<file path="config.mk">
export PLATFORM = sky130hd
export DESIGN_NAME = gpio_bank
export DESIGN_NICKNAME = d
export VERILOG_FILES = /design/src/rtl/gpio_bank_pkg.sv /design/src/rtl/gpio_bank_sync.sv /design/src/rtl/gpio_bank_w1sc.sv /design/src/rtl/gpio_bank_plane.sv /design/src/rtl/gpio_bank_decode.sv /design/src/rtl/gpio_bank.sv
export SDC_FILE = /design/constraint.sdc
export NUM_CORES = 1
export LEC_CHECK = 0
export CORE_MARGIN = 4
export CORE_UTILIZATION = 45
export CTS_CLUSTER_SIZE = 20
export DETAILED_ROUTE_END_ITERATION = 16
export PLACE_DENSITY = 0.75
export SYNTH_ARGS = -nofsm -noshare
export SYNTH_HDL_FRONTEND = slang
export SYNTH_SLANG_ARGS = --single-unit
</file>
<file path="constraint.sdc">
create_clock -name clk -period 2.2 [get_ports clk]
set_input_delay 0.44 -clock clk [delete_from_list [all_inputs] [get_ports clk]]
set_output_delay 0.44 -clock clk [all_outputs]
set_load 0.02 [all_outputs]
</file>
<file path="src/rtl/gpio_bank_pkg.sv">
package gpio_bank_pkg;

   localparam int unsigned REG_W = 32;
   localparam int unsigned IDX_W = 4;

   // word index of each register (byte offset / 4)
   typedef enum logic [IDX_W-1:0] {
      IDX_LEVEL    = 4'd0,
      IDX_OUT_SET  = 4'd1,
      IDX_OUT_CLR  = 4'd2,
      IDX_PULL_OFF = 4'd3,
      IDX_DIR      = 4'd4,
      IDX_DIR_SET  = 4'd5,
      IDX_DIR_CLR  = 4'd6,
      IDX_SLEEP    = 4'd7,
      IDX_ALT_A    = 4'd8,
      IDX_ALT_B    = 4'd9
   } reg_idx_e;

   localparam int unsigned LAST_IDX = 9;

   typedef enum logic [1:0] {
      FN_GPIO = 2'b00,
      FN_A    = 2'b01,
      FN_B    = 2'b10,
      FN_C    = 2'b11
   } pin_fn_e;

   function automatic pin_fn_e fn_code(input logic a_bit, input logic b_bit);
      return pin_fn_e'({b_bit, a_bit});
   endfunction

endpackage

</file>
<file path="src/rtl/gpio_bank_sync.sv">
module gpio_bank_sync #(
   parameter int unsigned W      = 32,
   parameter int unsigned STAGES = 2
) (
   input  logic         clk,
   input  logic         rst_n,
   input  logic [W-1:0] d,
   output logic [W-1:0] q
);
   initial begin
      assert (STAGES >= 2) else $fatal(1, "gpio_bank_sync: STAGES must be at least 2");
   end

   logic [STAGES-1:0][W-1:0] chain;

   always_ff @(posedge clk or negedge rst_n) begin
      if (!rst_n) begin
         chain <= '0;
      end else begin
         chain[0] <= d;
         for (int k = 1; k < STAGES; k++) begin
            chain[k] <= chain[k-1];
         end
      end
   end

   assign q = chain[STAGES-1];
endmodule

</file>
<file path="src/rtl/gpio_bank_w1sc.sv">
module gpio_bank_w1sc #(
   parameter int unsigned W = 32
) (
   input  logic         clk,
   input  logic         rst_n,
   input  logic         set_we,
   input  logic         clr_we,
   input  logic [W-1:0] bits,
   output logic [W-1:0] q
);
   logic [W-1:0] set_mask;
   logic [W-1:0] clr_mask;

   assign set_mask = set_we ? bits : '0;
   assign clr_mask = clr_we ? bits : '0;

   always_ff @(posedge clk or negedge rst_n) begin
      if (!rst_n) q <= '0;
      else        q <= (q | set_mask) & ~clr_mask;
   end

   // every bit named by a set strobe is 1 afterwards
   a_r2_set_bits : assert property (@(posedge clk) disable iff (!rst_n)
      set_we |=> ((q & $past(bits)) == $past(bits)));

   // every bit named by a clear strobe is 0 afterwards
   a_r3_clr_bits : assert property (@(posedge clk) disable iff (!rst_n)
      clr_we |=> ((q & $past(bits)) == '0));

   // bits not named by a strobe keep their value
   a_r3_others_kept : assert property (@(posedge clk) disable iff (!rst_n)
      (set_we || clr_we) |=> ((q & ~$past(bits)) == ($past(q) & ~$past(bits))));

   // no strobe, no change
   a_r10_w1sc_hold : assert property (@(posedge clk) disable iff (!rst_n)
      (!set_we && !clr_we) |=> $stable(q));
endmodule

</file>
<file path="src/rtl/gpio_bank_plane.sv">
module gpio_bank_plane #(
   parameter int unsigned W = 32
) (
   input  logic         clk,
   input  logic         rst_n,
   input  logic         we,
   input  logic [W-1:0] d,
   output logic [W-1:0] q
);
   always_ff @(posedge clk or negedge rst_n) begin
      if (!rst_n)  q <= '0;
      else if (we) q <= d;
   end

   // a plane changes only when written
   a_r10_plane_hold : assert property (@(posedge clk) disable iff (!rst_n)
      !we |=> $stable(q));

   // a written value is stored
   a_r6_plane_store : assert property (@(posedge clk) disable iff (!rst_n)
      we |=> (q == $past(d)));
endmodule

</file>
<file path="src/rtl/gpio_bank_decode.sv">
module gpio_bank_decode
   import gpio_bank_pkg::*;
#(
   parameter int unsigned ADDR_W = 6
) (
   input  logic [ADDR_W-1:0] addr,
   output logic              hit,
   output reg_idx_e          idx
);
   initial begin
      assert (ADDR_W >= 6) else $fatal(1, "gpio_bank_decode: ADDR_W must be at least 6");
   end

   logic hi_zero;

   if (ADDR_W > 6) begin : g_wide
      assign hi_zero = ~|addr[ADDR_W-1:6];
   end else begin : g_narrow
      assign hi_zero = 1'b1;
   end

   assign idx = reg_idx_e'(addr[5:2]);
   assign hit = hi_zero && (addr[1:0] == 2'b00) && (addr[5:2] <= IDX_W'(LAST_IDX));
endmodule

</file>
<file path="src/rtl/gpio_bank.sv">
module gpio_bank
   import gpio_bank_pkg::*;
#(
   parameter int unsigned NPIN        = 32,
   parameter int unsigned ADDR_W      = 6,
   parameter int unsigned SYNC_STAGES = 2
) (
   input  logic              clk,
   input  logic              rst_n,
   input  logic [ADDR_W-1:0] addr,
   input  logic              wr_en,
   input  logic [31:0]       wr_data,
   output logic [31:0]       rd_data,
   input  logic [NPIN-1:0]   pad_in,
   output logic [NPIN-1:0]   pad_out,
   output logic [NPIN-1:0]   pad_oe,
   output logic [NPIN-1:0]   pull_en,
   output logic [2*NPIN-1:0] func_sel,
   output logic [NPIN-1:0]   sleep_keep,
   output logic [NPIN-1:0]   pin_level
);
   initial begin
      assert (NPIN >= 1 && NPIN <= REG_W) else $fatal(1, "gpio_bank: NPIN out of range");
   end

   logic     hit;
   reg_idx_e idx;

   gpio_bank_decode #(.ADDR_W(ADDR_W)) u_dec (
      .addr (addr),
      .hit  (hit),
      .idx  (idx)
   );

   logic wr_hit;
   assign wr_hit = wr_en && hit;

   logic [NPIN-1:0] wbits;
   assign wbits = wr_data[NPIN-1:0];

   // atomic set/clear state
   logic [NPIN-1:0] out_q, dir_q;

   gpio_bank_w1sc #(.W(NPIN)) u_out (
      .clk    (clk),
      .rst_n  (rst_n),
      .set_we (wr_hit && idx == IDX_OUT_SET),
      .clr_we (wr_hit && idx == IDX_OUT_CLR),
      .bits   (wbits),
      .q      (out_q)
   );

   gpio_bank_w1sc #(.W(NPIN)) u_dir (
      .clk    (clk),
      .rst_n  (rst_n),
      .set_we (wr_hit && idx == IDX_DIR_SET),
      .clr_we (wr_hit && idx == IDX_DIR_CLR),
      .bits   (wbits),
      .q      (dir_q)
   );

   // plain read/write planes
   logic [NPIN-1:0] pull_off_q, sleep_q, alt_a_q, alt_b_q;

   gpio_bank_plane #(.W(NPIN)) u_pull (
      .clk (clk), .rst_n (rst_n),
      .we  (wr_hit && idx == IDX_PULL_OFF), .d (wbits), .q (pull_off_q));

   gpio_bank_plane #(.W(NPIN)) u_sleep (
      .clk (clk), .rst_n (rst_n),
      .we  (wr_hit && idx == IDX_SLEEP), .d (wbits), .q (sleep_q));

   gpio_bank_plane #(.W(NPIN)) u_alt_a (
      .clk (clk), .rst_n (rst_n),
      .we  (wr_hit && idx == IDX_ALT_A), .d (wbits), .q (alt_a_q));

   gpio_bank_plane #(.W(NPIN)) u_alt_b (
      .clk (clk), .rst_n (rst_n),
      .we  (wr_hit && idx == IDX_ALT_B), .d (wbits), .q (alt_b_q));

   // input synchronizer
   gpio_bank_sync #(.W(NPIN), .STAGES(SYNC_STAGES)) u_sync (
      .clk   (clk),
      .rst_n (rst_n),
      .d     (pad_in),
      .q     (pin_level)
   );

   // pad-side outputs
   assign pad_out    = out_q;
   assign pad_oe     = dir_q;
   assign pull_en    = ~pull_off_q;
   assign sleep_keep = sleep_q;

   for (genvar i = 0; i < NPIN; i++) begin : g_fn
      assign func_sel[2*i +: 2] = fn_code(alt_a_q[i], alt_b_q[i]);
   end

   // read mux
   function automatic logic [31:0] widen(input logic [NPIN-1:0] v);
      logic [31:0] r;
      r = '0;
      r[NPIN-1:0] = v;
      return r;
   endfunction

   always_comb begin
      rd_data = '0;
      if (hit) begin
         unique case (idx)
            IDX_LEVEL:    rd_data = widen(pin_level);
            IDX_PULL_OFF: rd_data = widen(pull_off_q);
            IDX_DIR:      rd_data = widen(dir_q);
            IDX_SLEEP:    rd_data = widen(sleep_q);
            IDX_ALT_A:    rd_data = widen(alt_a_q);
            IDX_ALT_B:    rd_data = widen(alt_b_q);
            default:      rd_data = '0;
         endcase
      end
   end

   // a cycle held in reset leaves every pin an undriven input with pull on
   a_r1_reset_state : assert property (@(posedge clk)
      !rst_n |=> (pad_oe == '0 && pad_out == '0 && pull_en == '1 && func_sel == '0));

   // a write outside the map leaves the pad controls alone
   a_r9_stray_write : assert property (@(posedge clk) disable iff (!rst_n)
      (wr_en && !hit) |=> ($stable(pad_out) && $stable(pad_oe) && $stable(func_sel)));

   // direction never changes without a write to a direction strobe
   a_r4_dir_source : assert property (@(posedge clk) disable iff (!rst_n)
      !(wr_hit && (idx == IDX_DIR_SET || idx == IDX_DIR_CLR)) |=> $stable(pad_oe));
endmodule

</file>
==> flow_metrics.env <==
export IMPL_status="complete, but fails checks"
export IMPL_violations="negative setup slack"
export IMPL_initial_utilization_pct=45.9
export IMPL_cts_made_buffers=29
export IMPL_grt_overflow_total=0
export IMPL_synthArstFlopShare_pct=100
export IMPL_syn_num_nets=1099
export IMPL_drtIter0Drc=937
export IMPL_root_buffer="clkbuf_16"
export IMPL_worstSetupPathType="reg2out"
export IMPL_ff_latch_area_mm2=0.00641
export IMPL_cts_tree="done"
export IMPL_nFillCells=1935
export IMPL_synth_main_ff_cell="dfrtp_1"
export IMPL_fmax_mhz=415
export IMPL_syn_inst=1026
export IMPL_synth_top_area_share_pct=53.4
export IMPL_rows=59
export IMPL_vias_per_cell=6.07
export IMPL_die_w_um=171
export IMPL_yosysMostFrequentCell="dfrtp_1"
export IMPL_grt_pass1_wl_um=66900
export IMPL_wl_per_cell_um=25.3
export IMPL_worst_r2r_path_depth=3
export IMPL_place_detailed_hpwl_um=29900
export IMPL_synth_edff_count=0
export IMPL_drv_slew=0
export IMPL_chipHeight_um=171
export IMPL_synth_seq_area_share_pct=53.4
export IMPL_end_kind="primary output"
export IMPL_grt_max_degree=64
export IMPL_critPathRequiredTime_ns=1.76
export IMPL_final_cells=1764
export IMPL_min_delay_path_depth=3
export IMPL_crit_chain="or4b_4 -> a21o_1 -> a31oi_2 -> buf_4"
export IMPL_powerDensity_mw_per_mm2=713
export IMPL_boundaryPins=329
export IMPL_synth_common_cells="dfrtp_1, a31oi_1, mux2_2, inv_1, clkbuf_1"
export IMPL_cpPeakStageDelay_ns=0.47
export IMPL_drtPass1Iterations=5
export IMPL_finalSetupViolCount=18
export IMPL_hold_viol=0
export IMPL_wl_um=44600
export IMPL_clockBufferDepth=3
export IMPL_fin_area_mm2=0.0179
export IMPL_cts_sinks=256
export IMPL_fin_skew_ns=0.0111
export IMPL_gp_congestion=0.860
export IMPL_ir_drop_mv=0.525
export IMPL_hp_class="in2reg"
export IMPL_tightest_slew_ns=0.544
export IMPL_cp_depth=4
export IMPL_drive_above_1_share_pct=26.3
export IMPL_crit_path_max_fanout=2
export IMPL_drtAntennaViolNets=0
export IMPL_dp_cells=1687
export IMPL_layout_min_cycle_time_ns=2.41
export IMPL_cp_num_buf_inv=1
export IMPL_post_route_util_pct=68.5
export IMPL_via_count=10700
export IMPL_fin_ws_ns=-0.208
export IMPL_synth_area_leaders="dfrtp_1, mux2_2, a31oi_1"
export IMPL_clk_pin_slew_worst_paths_ns=0.06
export IMPL_syn_to_final_growth_pct=49.3
export IMPL_synth_avg_cell_area_um2=11.7
export IMPL_cts_htree_levels=1
export IMPL_clkLatencyLatePin_ns=0.54
export IMPL_yosys_warnings=0
export IMPL_syn_cell_area_mm2=0.0120
export IMPL_grt_pass1_vias=11100
export IMPL_slew_headroom_pct=63.8
export IMPL_period_share_pct=109
export IMPL_start_kind="flip-flop"
export IMPL_multi_input_area_mm2=0.00508
export IMPL_synth_top_area_cell="dfrtp_1"
export IMPL_track_usage_pct=29.5
export IMPL_crit_family="simple AND/OR/NAND/NOR gates"
export IMPL_core_mm2=0.0261
export IMPL_place_area_mm2=0.0165
export IMPL_synthDistinctLibCells=47
export IMPL_drc_errors=0
export IMPL_rsz0062_at_grt="yes"
export IMPL_maxCapViolCount=0
export IMPL_critPathArrivalTime_ns=1.97
export IMPL_layout_nets=1483
export IMPL_cpMaxStageDelayCell="or4b_4"
export IMPL_ys_ff_latch=256
export IMPL_p_leak_uw=0.00800
export IMPL_io_buffer_count=328
export IMPL_antenna_found_initial=0
export IMPL_fp_dieArea_mm2=0.0293
## state kept, by name, indices dropped and copies added, names as in the netlist
| name | flops |
|---|---|
| u_dir.q | 32 |
| u_sync.chain | 32 |
| u_sync.q | 32 |
| u_alt_a.q | 32 |
| u_sleep.q | 32 |
| u_alt_b.q | 32 |
| u_out.q | 32 |
| u_pull.q | 32 |
## what timing repair did
item                                    CTS  global route
endpoints found under the setup margin   32            32
pin swaps                                28            38
setup buffers                            12            10
resized for setup                       199            36
hold buffers                              1             0
endpoints found under the hold margin    54             0
gates cloned                              4             0
## layer usage
metal / vias to the layer above / track usage [%] / part of all wire, % / wire length, µm
met4: 0 / 10.3 / 3.7 / 1650
met2: 591 / 48.7 / 48 / 21300
li1: 4602 / - / - / -
met5: - / 0 / 0 / 0
met3: 105 / 7.06 / 8.9 / 3990
met1: 5413 / 38.2 / 40 / 17700
## layout make-up
type / count / share of cell area (%)
inverter: 66 / 1.38
sequential: 256 / 35.8
tap: 335 / 2.34
clock inverter: 6 / 0.189
timing repair buffer: 484 / 27.1
multi-input combinational: 573 / 28.4
antenna: 1 / 0.0140
clock buffer: 43 / 4.79
## final timing paths
check / from / endpoint / slack, ns
max in group asynchronous: rst_n / u_sync.chain[27] / 1.02
max reg2reg: u_alt_a.q[9] / u_alt_a.q[9] / 1.16
max: u_sync.q[21] / rd_data[21] / -0.21
min: addr[2] / u_dir.q[16] / 0.33
min in group asynchronous: rst_n / u_out.q[3] / 0.45
min reg2reg: u_sync.chain[31] / u_sync.q[31] / 0.35
## cells by family (layout without fill, tap and decap cells)
kind of cell           after synthesis  count (layout)  synth area share [%]
AO/OA/AOI/OAI                      280             280                  15.8
buffers and inverters              197             599                  7.59
flip-flops                         256             256                  53.4
multiplexers                       139             139                  12.7
other                                0               1                     0
AND/OR/NAND/NOR                    154             154                  10.5
## where the power goes
| part | total [µW] | internal (µW) | switching [µW] |
|---|---|---|---|
| clock network | 4550 | 2660 | 1890 |
| registers | 5430 | 5110 | 323 |
| logic | 2790 | 1340 | 1450 |
## cell usage in the layout (no fill, tap or decap), drive strengths merged, types with 2 or more instances in the layout
master / count
buf: 190
nand2: 8
mux2i: 34
o31ai: 32
and3: 16
nor4b: 2
nand4: 13
o21ai: 57
and4b: 9
clkdlybuf4s50: 285
or4bb: 9
a2bb2oi: 2
dfrtp: 256
inv: 66
a41oi: 32
and3b: 5
nor2: 4
nor3: 2
mux2: 105
clkinv: 6
nor4bb: 7
dlymetal6s2s: 3
bufbuf: 3
nor3b: 16
nand4b: 22
clkbuf: 44
a21o: 32
a31oi: 93
nand4bb: 13
a22oi: 19
a21oi: 2
nor2b: 12
a32oi: 9
or4b: 10
## metrics by stage
step	worst slack, ns	TNS [ns]	total power [µW]	hold slack (ns)
final	-0.208	-1.42	12800	0.328
after global routing	-0.244	-2.68	13200	0.315
after CTS	-0.239	-1.47	12800	0.296
after detailed placement	-0.694	-38.99	8160	0.335
after global placement	-0.657	-34.32	8110	0.332
after floorplan	-0.00125	-0.00125	6620	0.144
## tightest hold or removal path: stages
cell and delay, ns:
buf_12 0.15, a41oi_1 0.16, a31oi_1 0.06
No activity file was read; power rests on OpenSTA's default activity.
